<file path="src/rtl/wtmr_pkg.sv">
package wtmr_pkg;

  typedef enum logic [1:0] {
    WM_NORMAL = 2'b00,
    WM_PHASE  = 2'b01,
    WM_CTC    = 2'b10,
    WM_FAST   = 2'b11
  } wmode_e;

  localparam logic [1:0] A_CTRL = 2'd0;
  localparam logic [1:0] A_CMP  = 2'd1;
  localparam logic [1:0] A_CNT  = 2'd2;
  localparam logic [1:0] A_FLAG = 2'd3;

  // log2 of the divide ratio for each select code
  function automatic int unsigned presc_bits(input logic [2:0] sel);
    case (sel)
      3'd2:    return 3;
      3'd3:    return 5;
      3'd4:    return 6;
      3'd5:    return 7;
      3'd6:    return 8;
      3'd7:    return 10;
      default: return 0;
    endcase
  endfunction

  function automatic logic is_pwm(input wmode_e m);
    return (m == WM_PHASE) || (m == WM_FAST);
  endfunction

endpackage

</file>
<file path="src/rtl/wtmr_presc.sv">
module wtmr_presc #(
  parameter int unsigned PW = 10
) (
  input  logic       clk_i,
  input  logic       rst_ni,
  input  logic       en_i,
  input  logic [2:0] sel_i,
  input  logic       clr_i,
  output logic       tick_o
);
  import wtmr_pkg::*;

  logic [PW-1:0] cnt_q;
  logic [PW-1:0] mask;

  always_comb begin
    mask   = PW'((1 << presc_bits(sel_i)) - 1);
    tick_o = en_i && (sel_i != 3'd0) && !clr_i && ((cnt_q & mask) == mask);
  end

  always_ff @(posedge clk_i or negedge rst_ni) begin
    if (!rst_ni)                       cnt_q <= '0;
    else if (clr_i)                    cnt_q <= '0;
    else if (en_i && sel_i != 3'd0)    cnt_q <= cnt_q + 1'b1;
  end

  AST_PRE_QUIET: assert property (@(posedge clk_i) disable iff (!rst_ni)
    !en_i |-> !tick_o);
  AST_PRE_RESTART: assert property (@(posedge clk_i) disable iff (!rst_ni)
    clr_i |=> !(tick_o && sel_i >= 3'd2));

endmodule

</file>
<file path="src/rtl/wtmr_cnt.sv">
module wtmr_cnt #(
  parameter int unsigned W = 8
) (
  input  logic              clk_i,
  input  logic              rst_ni,
  input  logic              tick_i,
  input  wtmr_pkg::wmode_e  mode_i,
  input  logic [W-1:0]      cmp_i,
  input  logic              ld_i,
  input  logic [W-1:0]      ld_val_i,
  output logic [W-1:0]      cnt_o,
  output logic              down_o,
  output logic              ev_match_o,
  output logic              ev_max_o,
  output logic              ev_zero_o
);
  import wtmr_pkg::*;

  localparam logic [W-1:0] MAXV = {W{1'b1}};

  logic [W-1:0] cnt_q;
  logic         down_q;
  logic         go;

  assign go         = tick_i && !ld_i;
  assign ev_match_o = go && (cnt_q == cmp_i);
  assign ev_max_o   = go && (cnt_q == MAXV);
  assign ev_zero_o  = go && (cnt_q == '0);
  assign cnt_o      = cnt_q;
  assign down_o     = down_q;

  always_ff @(posedge clk_i or negedge rst_ni) begin
    if (!rst_ni) begin
      cnt_q  <= '0;
      down_q <= 1'b0;
    end else begin
      if (mode_i != WM_PHASE) down_q <= 1'b0;
      if (ld_i) begin
        cnt_q <= ld_val_i;
      end else if (tick_i) begin
        unique case (mode_i)
          WM_PHASE: begin
            if (!down_q) begin
              if (cnt_q == MAXV) begin
                cnt_q  <= MAXV - 1'b1;
                down_q <= 1'b1;
              end else cnt_q <= cnt_q + 1'b1;
            end else begin
              if (cnt_q == '0) begin
                cnt_q  <= W'(1);
                down_q <= 1'b0;
              end else cnt_q <= cnt_q - 1'b1;
            end
          end
          WM_CTC:  cnt_q <= (cnt_q == cmp_i) ? '0 : cnt_q + 1'b1;
          default: cnt_q <= cnt_q + 1'b1;
        endcase
      end
    end
  end

  AST_CTC_CLEAR: assert property (@(posedge clk_i) disable iff (!rst_ni)
    (mode_i == WM_CTC && ev_match_o) |=> cnt_o == '0);
  AST_PC_TOP: assert property (@(posedge clk_i) disable iff (!rst_ni)
    (mode_i == WM_PHASE && ev_max_o && !down_o) |=> (down_o && cnt_o == MAXV - 1'b1));
  AST_PC_BOTTOM: assert property (@(posedge clk_i) disable iff (!rst_ni)
    (mode_i == WM_PHASE && ev_zero_o && down_o) |=> (!down_o && cnt_o == W'(1)));
  AST_IDLE_HOLD: assert property (@(posedge clk_i) disable iff (!rst_ni)
    (!tick_i && !ld_i) |=> $stable(cnt_o));

endmodule

</file>
<file path="src/rtl/wtmr_ocu.sv">
module wtmr_ocu (
  input  logic             clk_i,
  input  logic             rst_ni,
  input  wtmr_pkg::wmode_e mode_i,
  input  logic [1:0]       act_i,
  input  logic             force_i,
  input  logic             match_i,
  input  logic             max_i,
  input  logic             down_i,
  output logic             oc_o
);
  import wtmr_pkg::*;

  logic oc_q;
  logic connected;

  always_ff @(posedge clk_i or negedge rst_ni) begin
    if (!rst_ni) begin
      oc_q <= 1'b0;
    end else begin
      unique case (mode_i)
        WM_FAST: begin
          if (act_i[1]) begin
            if (max_i)        oc_q <= !act_i[0];
            else if (match_i) oc_q <= act_i[0];
          end
        end
        WM_PHASE: begin
          if (act_i[1] && match_i) oc_q <= down_i ^ act_i[0];
        end
        default: begin
          if (match_i || force_i) begin
            unique case (act_i)
              2'b01:   oc_q <= !oc_q;
              2'b10:   oc_q <= 1'b0;
              2'b11:   oc_q <= 1'b1;
              default: oc_q <= oc_q;
            endcase
          end
        end
      endcase
    end
  end

  // action 01 is not defined in the PWM modes: pin stays disconnected
  assign connected = (act_i != 2'b00) && !(is_pwm(mode_i) && act_i == 2'b01);
  assign oc_o      = connected && oc_q;

  AST_FAST_BOTTOM: assert property (@(posedge clk_i) disable iff (!rst_ni)
    (mode_i == WM_FAST && act_i == 2'b10 && max_i) |=> oc_q);
  AST_PWM_NO_FORCE: assert property (@(posedge clk_i) disable iff (!rst_ni)
    (is_pwm(mode_i) && force_i && !match_i && !max_i) |=> $stable(oc_q));
  AST_SET_ON_MATCH: assert property (@(posedge clk_i) disable iff (!rst_ni)
    (!is_pwm(mode_i) && act_i == 2'b11 && match_i) |=> oc_q);

endmodule

</file>
<file path="src/rtl/wave_tmr8.sv">
module wave_tmr8 #(
  parameter int unsigned PRE_W = 10
) (
  input  logic       clk_i,
  input  logic       rst_ni,
  input  logic       clk_en_i,
  input  logic       we_i,
  input  logic [1:0] addr_i,
  input  logic [7:0] wdata_i,
  output logic [7:0] rdata_o,
  output logic       oc_o,
  output logic       ovf_flag_o,
  output logic       cmp_flag_o
);
  import wtmr_pkg::*;

  localparam int unsigned DW = 8;

  logic [2:0]    sel_q;
  wmode_e        mode_q;
  logic [1:0]    act_q;
  logic [DW-1:0] cmp_buf_q, cmp_act_q;
  logic          ovf_q, cmpf_q;

  logic wr_ctrl, wr_cmp, wr_cnt, wr_flag;
  logic force_stb, presc_clr, tick;
  logic [DW-1:0] cnt;
  logic down, ev_match, ev_max, ev_zero, ovf_set;

  assign wr_ctrl   = we_i && addr_i == A_CTRL;
  assign wr_cmp    = we_i && addr_i == A_CMP;
  assign wr_cnt    = we_i && addr_i == A_CNT;
  assign wr_flag   = we_i && addr_i == A_FLAG;
  assign force_stb = wr_ctrl && wdata_i[7];
  assign presc_clr = wr_flag && wdata_i[7];

  always_ff @(posedge clk_i or negedge rst_ni) begin
    if (!rst_ni) begin
      sel_q  <= '0;
      mode_q <= WM_NORMAL;
      act_q  <= '0;
    end else if (wr_ctrl) begin
      sel_q  <= wdata_i[2:0];
      mode_q <= wmode_e'(wdata_i[4:3]);
      act_q  <= wdata_i[6:5];
    end
  end

  always_ff @(posedge clk_i or negedge rst_ni) begin
    if (!rst_ni) begin
      cmp_buf_q <= '0;
      cmp_act_q <= '0;
    end else begin
      if (wr_cmp) cmp_buf_q <= wdata_i;
      if (wr_cmp && !is_pwm(mode_q))     cmp_act_q <= wdata_i;
      else if (is_pwm(mode_q) && ev_max) cmp_act_q <= cmp_buf_q;
    end
  end

  assign ovf_set = (mode_q == WM_PHASE) ? ev_zero : ev_max;

  always_ff @(posedge clk_i or negedge rst_ni) begin
    if (!rst_ni) begin
      ovf_q  <= 1'b0;
      cmpf_q <= 1'b0;
    end else begin
      ovf_q  <= ovf_set  || (ovf_q  && !(wr_flag && wdata_i[0]));
      cmpf_q <= ev_match || (cmpf_q && !(wr_flag && wdata_i[1]));
    end
  end

  wtmr_presc #(.PW(PRE_W)) i_presc (
    .clk_i  (clk_i),
    .rst_ni (rst_ni),
    .en_i   (clk_en_i),
    .sel_i  (sel_q),
    .clr_i  (presc_clr),
    .tick_o (tick)
  );

  wtmr_cnt #(.W(DW)) i_cnt (
    .clk_i      (clk_i),
    .rst_ni     (rst_ni),
    .tick_i     (tick),
    .mode_i     (mode_q),
    .cmp_i      (cmp_act_q),
    .ld_i       (wr_cnt),
    .ld_val_i   (wdata_i),
    .cnt_o      (cnt),
    .down_o     (down),
    .ev_match_o (ev_match),
    .ev_max_o   (ev_max),
    .ev_zero_o  (ev_zero)
  );

  wtmr_ocu i_ocu (
    .clk_i   (clk_i),
    .rst_ni  (rst_ni),
    .mode_i  (mode_q),
    .act_i   (act_q),
    .force_i (force_stb),
    .match_i (ev_match),
    .max_i   (ev_max),
    .down_i  (down),
    .oc_o    (oc_o)
  );

  always_comb begin
    unique case (addr_i)
      A_CTRL:  rdata_o = {1'b0, act_q, mode_q, sel_q};
      A_CMP:   rdata_o = cmp_buf_q;
      A_CNT:   rdata_o = cnt;
      default: rdata_o = {6'b0, cmpf_q, ovf_q};
    endcase
  end

  assign ovf_flag_o = ovf_q;
  assign cmp_flag_o = cmpf_q;

  AST_OVF_SET: assert property (@(posedge clk_i) disable iff (!rst_ni)
    ovf_set |=> ovf_flag_o);
  AST_FLAG_STICKY: assert property (@(posedge clk_i) disable iff (!rst_ni)
    (ovf_flag_o && !(wr_flag && wdata_i[0])) |=> ovf_flag_o);
  AST_PWM_CMP_HOLD: assert property (@(posedge clk_i) disable iff (!rst_ni)
    (is_pwm(mode_q) && !ev_max) |=> $stable(cmp_act_q));
  AST_FORCE_NO_FLAG: assert property (@(posedge clk_i) disable iff (!rst_ni)
    (force_stb && !ev_match && !cmp_flag_o && !clk_en_i) |=> !cmp_flag_o);

endmodule

</file>
<file path="config.mk">
export PLATFORM = sky130hd
export DESIGN_NAME = wave_tmr8
export DESIGN_NICKNAME = d
export VERILOG_FILES = /design/src/rtl/wtmr_pkg.sv /design/src/rtl/wtmr_presc.sv /design/src/rtl/wtmr_cnt.sv /design/src/rtl/wtmr_ocu.sv /design/src/rtl/wave_tmr8.sv
export SDC_FILE = /design/constraint.sdc
export NUM_CORES = 1
export LEC_CHECK = 0
export BUFFER_PORTS_ARGS = -buffer_cell sky130_fd_sc_hd__buf_4
export CAP_MARGIN = 0
export CORE_UTILIZATION = 59
export DETAILED_ROUTE_END_ITERATION = 7
export PLACE_DENSITY = 0.79
export RECOVER_POWER = 100
export SKIP_CTS_REPAIR_TIMING = 1
export SYNTH_ARGS = -nofsm -noshare
export SYNTH_HDL_FRONTEND = slang
export SYNTH_HIERARCHICAL = 1
export SYNTH_SLANG_ARGS = --single-unit
export TNS_END_PERCENT = 30
</file>
<file path="constraint.sdc">
create_clock -name clk_i -period 5.2 [get_ports clk_i]
set_input_delay 0.26 -clock clk_i [delete_from_list [all_inputs] [get_ports clk_i]]
set_output_delay 0.26 -clock clk_i [all_outputs]
set_load 0.02 [all_outputs]
</file>
==> results of run 1 <==
## stage by stage
stage               total power (W)  std cells  area [µm²]  hold WS, ps  setup slack [ps]
CTS                         0.00135        407        3410        -33.9              1560
detailed placement          0.00107        399        3290          300              1590
global route                0.00141        408        3320          212               950
global placement            0.00105        399        3290          302              1820
finish                      0.00132        408        3320          215              1220
floorplan                  0.000946        323        3140        -35.6              2320
## worst reg2reg max path: stages, from the launching register on
cell       delay [ps]
dfrtp_1           490
nor2_1            170
inv_1              80
ha_1              280
nor2_1             40
a2111oi_0         440
o21ai_0           170
nor3_1            210
clkbuf_1          350
nand2b_1          280
nor2_1            650
a21oi_1           330
a221o_1           360
## cell usage after synthesis (2+ instances only)
cell      number
dfrtp_1       45
nor2_1        25
nand2_1       24
o21ai_0       17
mux2_2        15
xor2_1        15
xnor2_1       12
a21oi_1       11
mux2i_1       10
a221o_1        9
and3_1         9
inv_1          9
nand3_1        9
clkbuf_1       8
nor3_1         8
ha_1           7
nand4_1        7
buf_6          6
nor2b_1        6
nor3b_1        6
and2_1         5
buf_2          5
nand2b_1       5
o311ai_0       4
nor4_1         3
a211o_1        2
a21boi_0       2
a21o_1         2
and4bb_1       2
mux4_2         2
nor4_2         2
o21a_1         2
o22ai_1        2
o31ai_1        2
## kinds of logic (layout without fill, tap and decap cells)
group,count (synthesis),after routing,synth area share (%)
AND/OR/NAND/NOR,118,118,21.1
AO/OA/AOI/OAI,69,69,17.2
flip-flops,45,45,35.8
XOR/XNOR,28,28,8.04
buffers and inverters,28,43,4.98
multiplexers,27,27,10.0
adder cells (fa/ha/maj),7,7,2.79
other,1,1,0.119
## state kept, by name (all words and copies together), names as in the netlist
name	count
sel_q	3
cmp_act_q	8
i_presc/cnt_q	10
cmp_buf_q	8
i_cnt/down_o	1
cmp_flag_o	1
ovf_flag_o	1
act_q	2
mode_q	2
i_ocu/oc_q	1
i_cnt/cnt_o	8
## per-layer routing
metal  wire (µm)  vias to the layer above
met3         571                       15
met4         143                        0
met1        3340                     1291
met5           0                        -
met2        3810                      116
li1            -                     1199
## area by class of cell
cell class / instances / area [µm²]
clock inverter: 3 / 43.8
timing repair buffer: 26 / 145
tap: 70 / 87.6
fill: 451 / 1790
clock buffer: 5 / 68.8
sequential: 45 / 1130
inverter: 9 / 33.8
multi-input combinational: 250 / 1810
## cell usage in the layout (no fill, tap or decap), drive strengths merged, types with 2 or more instances in the layout
cell type  synthesis  layout
a211o              2       2
a21boi             2       2
a21o               3       3
a21oi             12      12
a221o              9       9
and2               5       5
and3               9       9
and4bb             2       2
buf               11      11
clkbuf             8      19
dfrtp             45      45
ha                 7       7
inv                9      10
mux2              15      15
mux2i             10      10
mux4               2       2
nand2             25      25
nand2b             5       5
nand3              9       9
nand4              7       7
nor2              25      25
nor2b              6       6
nor3               8       8
nor3b              7       7
nor4               6       6
o21a               2       2
o21ai             18      18
o22ai              2       2
o311ai             4       4
o31a               2       2
o31ai              3       3
xnor2             12      12
xor2              16      16
## worst max path at each step
stage	start	end	cells past startpoint
global placement	sel_q[2]	i_ocu/oc_q	14
finish	sel_q[2]	cmp_act_q[5]	12
floorplan	sel_q[2]	cmp_act_q[0]	14
CTS	sel_q[2]	i_ocu/oc_q	14
global route	sel_q[2]	cmp_act_q[5]	12
detailed placement	sel_q[2]	i_ocu/oc_q	14
## power groups by stage
| stage | clock network, W | registers, W | logic (W) |
|---|---|---|---|
| 6_report | 0.000271 | 0.000601 | 0.000453 |
| 5_1_grt | 0.000294 | 0.000618 | 0.000497 |
| 4_1_cts | 0.000279 | 0.000600 | 0.000471 |
| 3_5_place_dp | 0 | 0.000607 | 0.000466 |
| 3_3_place_gp | 0 | 0.000600 | 0.000454 |
| 2_1_floorplan | 0 | 0.000508 | 0.000438 |
==> key figures, run 1 <==
Global route
  • GRT met1 Usage: 42.2%
  • Total gr overflow: 0
  • Met2 Use GR: between 40% and 50%
  • Met3 Resource Use GR: 6.02%
  • GRT Total Usage: ~30%
  • Pin count of the biggest net entering global routing: 46
  • Vias in the first global route: roughly 2400
  • Initial antenna violation count: 0
  • Global routing's busiest layer: met2
  • First-pass GRT wire length: about 12000 µm

Synthesis
  • Sequential cell area fraction in the yosys report: a little over a third
  • Ys Warns: 6
  • Synth area leader: dfrtp_1
  • Mean post-synth cell area: about 10 µm²
  • EDFF count, synth: 0
  • Post-synth top area share: between 30% and 40%
  • Top cells by area, synth: dfrtp_1 (36%), mux2_2 (5.4%), xor2_1 (4.2%), xnor2_1 (3.3%), mux2i_1 (3.2%)
  • Post-Syn Area: ~0.0031 mm²
  • Async SR Flop Fraction: 100%
  • Number of synthesized register bits: between 40 and 50
  • Post-Synthesis Cells: ~320
  • Post-synth top flop: dfrtp_1
  • Post-synthesis cell type count: between 50 and 60
  • Syn nets: between 300 and 400

Power
  • Comb power frac: roughly a third
  • Net switching power: between 0.0005 and 0.0006 W
  • Switching share of power: around two fifths
  • PwrDens: approximately 400 mW/mm²
  • Clk pwr share: 20.4%
  • Peak supply drop: approximately 0.21 mV
  • Pint: 0.000792 W
  • Leak Pwr: between 1 and 1.5 nW
  • Power share of the sequential group: 45.4%

Timing
  • Post-route clock skew: ~13 ps
  • Setup TNS: 0 ps
  • Fin crit share: ~76%
  • Setup violations, final: 0
  • Worst Tran Pin Value: 2470 ps
  • Crit path time final: ~4000 ps
  • Slew Viols, Final: 46
  • Max Fclk: ~250 MHz
  • Final hold violations: 0
  • RSZ-0062 raised after global routing: false
  • Slew HR: -64.6%

Floorplanning
  • Die Footprint: between 0.005 and 0.006 mm²
  • Core ar.: roughly 0.005 mm²
  • Die height: around 75 µm
  • Die X: approximately 75 µm
  • I/O pin cnt: 25
  • Row cnt: 26
  • Initial Util: about three fifths

Worst hold path
  • Worst hold path type: input pin to flop
  • Worst hold start: wdata_i[6]
  • Worst hold stages: 3
  • Hold Path End: cmp_act_q[6]

Status
  • Failing checks: capacitance limit, slew limit
  • Outcome: finished, violations left

Routing
  • Final wirelength: just under 8000 µm
  • Routed Antenna Nets: 0
  • DR WL/cell: slightly below 20 µm
  • Drt initial violations: about 260
  • Vias post-DR: 2621
  • DRT Pass-1 Iters: 6
  • Vias/cell: 6.42
  • Number of remaining DRC errors: 0

Clock network
  • Sink Count: between 40 and 50
  • H-tree Lvls: 2
  • CTS tree: yes
  • Clock tree buffer depth: 2
  • Clock insertion delay at the later pin of the skew report: roughly 310 ps
  • Num CTS Buffers: 5
  • Clk slew on worst S/H paths: 90 ps
  • Root buf cell: clkbuf_8

Worst setup path
  • CP max FO: 13
  • Family with the most delay on the worst path: simple AND/OR/NAND/NOR gates
  • Critical path's largest stage delay: approximately 650 ps
  • Worst r2r src: sel_q[2]
  • Data required time at the worst endpoint: approximately 5400 ps
  • Setup crit end kind: flop
  • R2R depth: 12
  • Crit-path most repeated cell: nor2_1
  • Crit path max-delay cell type: nor2_1
  • Worst Path Arrival: approximately 4200 ps
  • R2R Setup Slk: about 1200 ps
  • CP Launch Type: flop
  • WP buf/inv: 2
  • Critical path class: flop to flop
  • Crit path cell chain: nor2_1 > inv_1 > ha_1 > nor2_1 > a2111oi_0 > o21ai_0 > nor3_1 > clkbuf_1 > nand2b_1 > nor2_1 > a21oi_1 > a221o_1
  • Critical R2R Capture: cmp_act_q[5]

Placement
  • IO Port Bufs: 24
  • GPL Wtd Cong: roughly 0.94
  • Hpwl dp: about 5500 µm

Layout
  • Antenna cells: 0
  • Layout cells sized above 1: a little over an eighth
  • Area Overhead vs Synth: 5.66%
  • Core Util, Final: between 60 and 70%
  • Nets: roughly 360

Job
  • Max-Cap Viols: 1
(Power assumes the default switching activity.)
==> inputs of run 2 (changes only) <==
==> constraint.sdc (replaced) <==
create_clock -name clk_i -period 3.9 [get_ports clk_i]
set_input_delay 0.195 -clock clk_i [delete_from_list [all_inputs] [get_ports clk_i]]
set_output_delay 0.195 -clock clk_i [all_outputs]
set_load 0.02 [all_outputs]
==> key figures, run 2 (synthesized netlist as in run 1, its figures left out) <==
Layout
  • Fin area: around 0.0033 mm²
  • Antenna cells: 0
  • Area Overhead vs Synth: 5.66%
  • Fin cells: 410
  • Nets: 360
  • Most frequent cells in the layout: dfrtp_1 (45), nand2_1 (25), nor2_1 (25), o21ai_0 (18)
  • Filler Cell Count: between 400 and 500
  • Largest register FFs: 10
  • Layout cells sized above 1: approximately 14%
  • Commonest non-fill, non-tap cell in the layout: dfrtp_1
  • Largest Register: i_presc/cnt_q

Routing
  • Vias post-DR: ~2600
  • Vias/cell: roughly 6.3
  • Routed Antenna Nets: 0
  • Number of remaining DRC errors: 0
  • DRT Pass-1 Iters: 5
  • Final wirelength: between 7000 and 8000 µm
  • DR WL/cell: ~18 µm
  • Drt initial violations: roughly 230

Worst setup path
  • Data required time at the worst endpoint: 4100 ps
  • Worst Path Arrival: 3420 ps
  • Family with the most delay on the worst path: compound AO/OA/AOI/OAI gates
  • R2R depth: 13
  • Worst r2r src: sel_q[2]
  • Critical path's largest stage delay: 500 ps
  • Critical R2R Capture: cmp_act_q[3]
  • CP Launch Type: flop
  • WP buf/inv: 3
  • R2R Setup Slk: between 600 and 700 ps
  • Crit-path most repeated cell: nor2_1
  • CP max FO: 13
  • Critical path class: flop to flop
  • Setup crit end kind: flop
  • Crit path cell chain: nor2_1 > inv_1 > ha_1 > nor2_1 > a2111oi_0 > o21ai_0 > nor3_1 > buf_4 > nand2b_1 > nor2_1 > buf_4 > a21oi_1 > a221o_1
  • Crit path max-delay cell type: dfrtp_1

Floorplanning
  • Die X: between 70 and 80 µm
  • I/O pin cnt: 25
  • Initial Util: between 60% and 70%
  • Die height: 75.0 µm
  • Die Footprint: approximately 0.0056 mm²
  • Row cnt: 26
  • Core ar.: between 0.005 and 0.006 mm²

Power
  • Peak supply drop: 0.245 mV
  • Net switching power: 0.000700 W
  • PwrDens: between 500 and 600 mW/mm²
  • Power share of the sequential group: 46.3%
  • Clk pwr share: between 10% and 20%
  • Pint: 0.000998 W
  • Leak Pwr: 1.41 nW
  • Comb power frac: a little over a third
  • Switching share of power: 41.2%

Clock network
  • CTS tree: yes
  • Num CTS Buffers: 5
  • Sink Count: 45
  • Clk slew on worst S/H paths: approximately 100 ps
  • Clock insertion delay at the later pin of the skew report: between 300 and 400 ps
  • Root buf cell: clkbuf_8
  • H-tree Lvls: 2
  • Clock tree buffer depth: 2

Placement
  • GPL Wtd Cong: 0.881
  • Post-Place Cells: between 400 and 500
  • IO Port Bufs: 24
  • Hpwl dp: 5220 µm
  • Placed cell areas: between 0.003 and 0.004 mm²

Status
  • Failing checks: capacitance limit, slew limit
  • Outcome: finished, violations left

Global route
  • Total gr overflow: 0
  • First-pass GRT wire length: 11700 µm
  • GRT Total Usage: 28.2%
  • Initial antenna violation count: 0
  • Vias in the first global route: 2272
  • Pin count of the biggest net entering global routing: 46

Timing
  • Max Fclk: ~310 MHz
  • Setup violations, final: 0
  • Post-route clock skew: roughly 9.4 ps
  • Worst Tran Pin Value: approximately 2400 ps
  • Fin crit share: 82.6%
  • RSZ-0062 raised after global routing: false
  • Final hold violations: 0
  • Setup TNS: 0 ps
  • Slew HR: -61.4%
  • Crit path time final: about 3200 ps
  • Minimum hold slack: 145 ps
  • Slew Viols, Final: 46

Worst hold path
  • Hold Path End: cmp_act_q[6]
  • Worst hold start: wdata_i[6]
  • Worst hold stages: 3
  • Worst hold path type: input pin to flop

Job
  • Max-Cap Viols: 1
==> run 2: changes by cell type in the layout (fill, tap and decap cells not counted), sizes merged <==
cell / change
bufinv: -1
clkbuf: -1
clkinvlp: +1
buf: +3
==> run 2: how the worst max path moves through the flow <==
stage | depth (start not counted) | slack, ps | to | startpoint
after floorplan | 14 | 1020 | cmp_act_q[0] | sel_q[2]
after global placement | 13 | 930 | i_ocu/oc_q | sel_q[2]
after detailed placement | 15 | 840 | i_ocu/oc_q | sel_q[2]
after CTS | 15 | 810 | i_ocu/oc_q | sel_q[2]
after global routing | 15 | 330 | i_ocu/oc_q | sel_q[2]
final | 13 | 680 | cmp_act_q[3] | sel_q[2]
==> run 2: power groups by stage <==
stage / Sequential [W] / Clock, W / Combinational, W
finish: 0.000786 / 0.000303 / 0.000610
global route: 0.000805 / 0.000330 / 0.000673
CTS: 0.000782 / 0.000310 / 0.000636
detailed placement: 0.000791 / 0 / 0.000631
global placement: 0.000787 / 0 / 0.000619
floorplan: 0.000677 / 0 / 0.000584
==> run 2: routing by layer <==
metal	wire (µm)	GRT usage, %	part of all wire (%)	vias up
met2	3470	44.3	48	97
met4	119	7.76	1.6	0
met3	478	5.22	6.6	12
li1	-	-	-	1207
met5	0	0	0	-
met1	3180	39.9	44	1247
==> run 2: area by class of cell <==
cell class | instances | area [µm²] | share of cell area, %
clock buffers | 5 | 68.8 | 2.07
clock inverters | 3 | 21.3 | 0.641
inverters | 9 | 33.8 | 1.02
multi-input cells | 250 | 1820 | 54.8
flip-flops and latches | 45 | 1130 | 33.9
well taps | 70 | 87.6 | 2.64
repair buffers | 28 | 164 | 4.94
==> run 2: metrics by stage <==
stage                     utilization [%]  setup WS [ps]  power [W]
final                                65.0            680    0.00170
after global routing                 65.0            325    0.00181
after CTS                            66.6            808    0.00173
after detailed placement             64.8            836    0.00142
after global placement               64.8            928    0.00141
after floorplan                         -           1020    0.00126
==> run 2: worst register-to-register path, stage by stage (launching register included) <==
cell,delay [ps]
dfrtp_1,500
nor2_1,170
inv_1,70
ha_1,280
nor2_1,30
a2111oi_0,350
o21ai_0,140
nor3_1,200
buf_4,190
nand2b_1,190
nor2_1,170
buf_4,200
a21oi_1,210
a221o_1,390
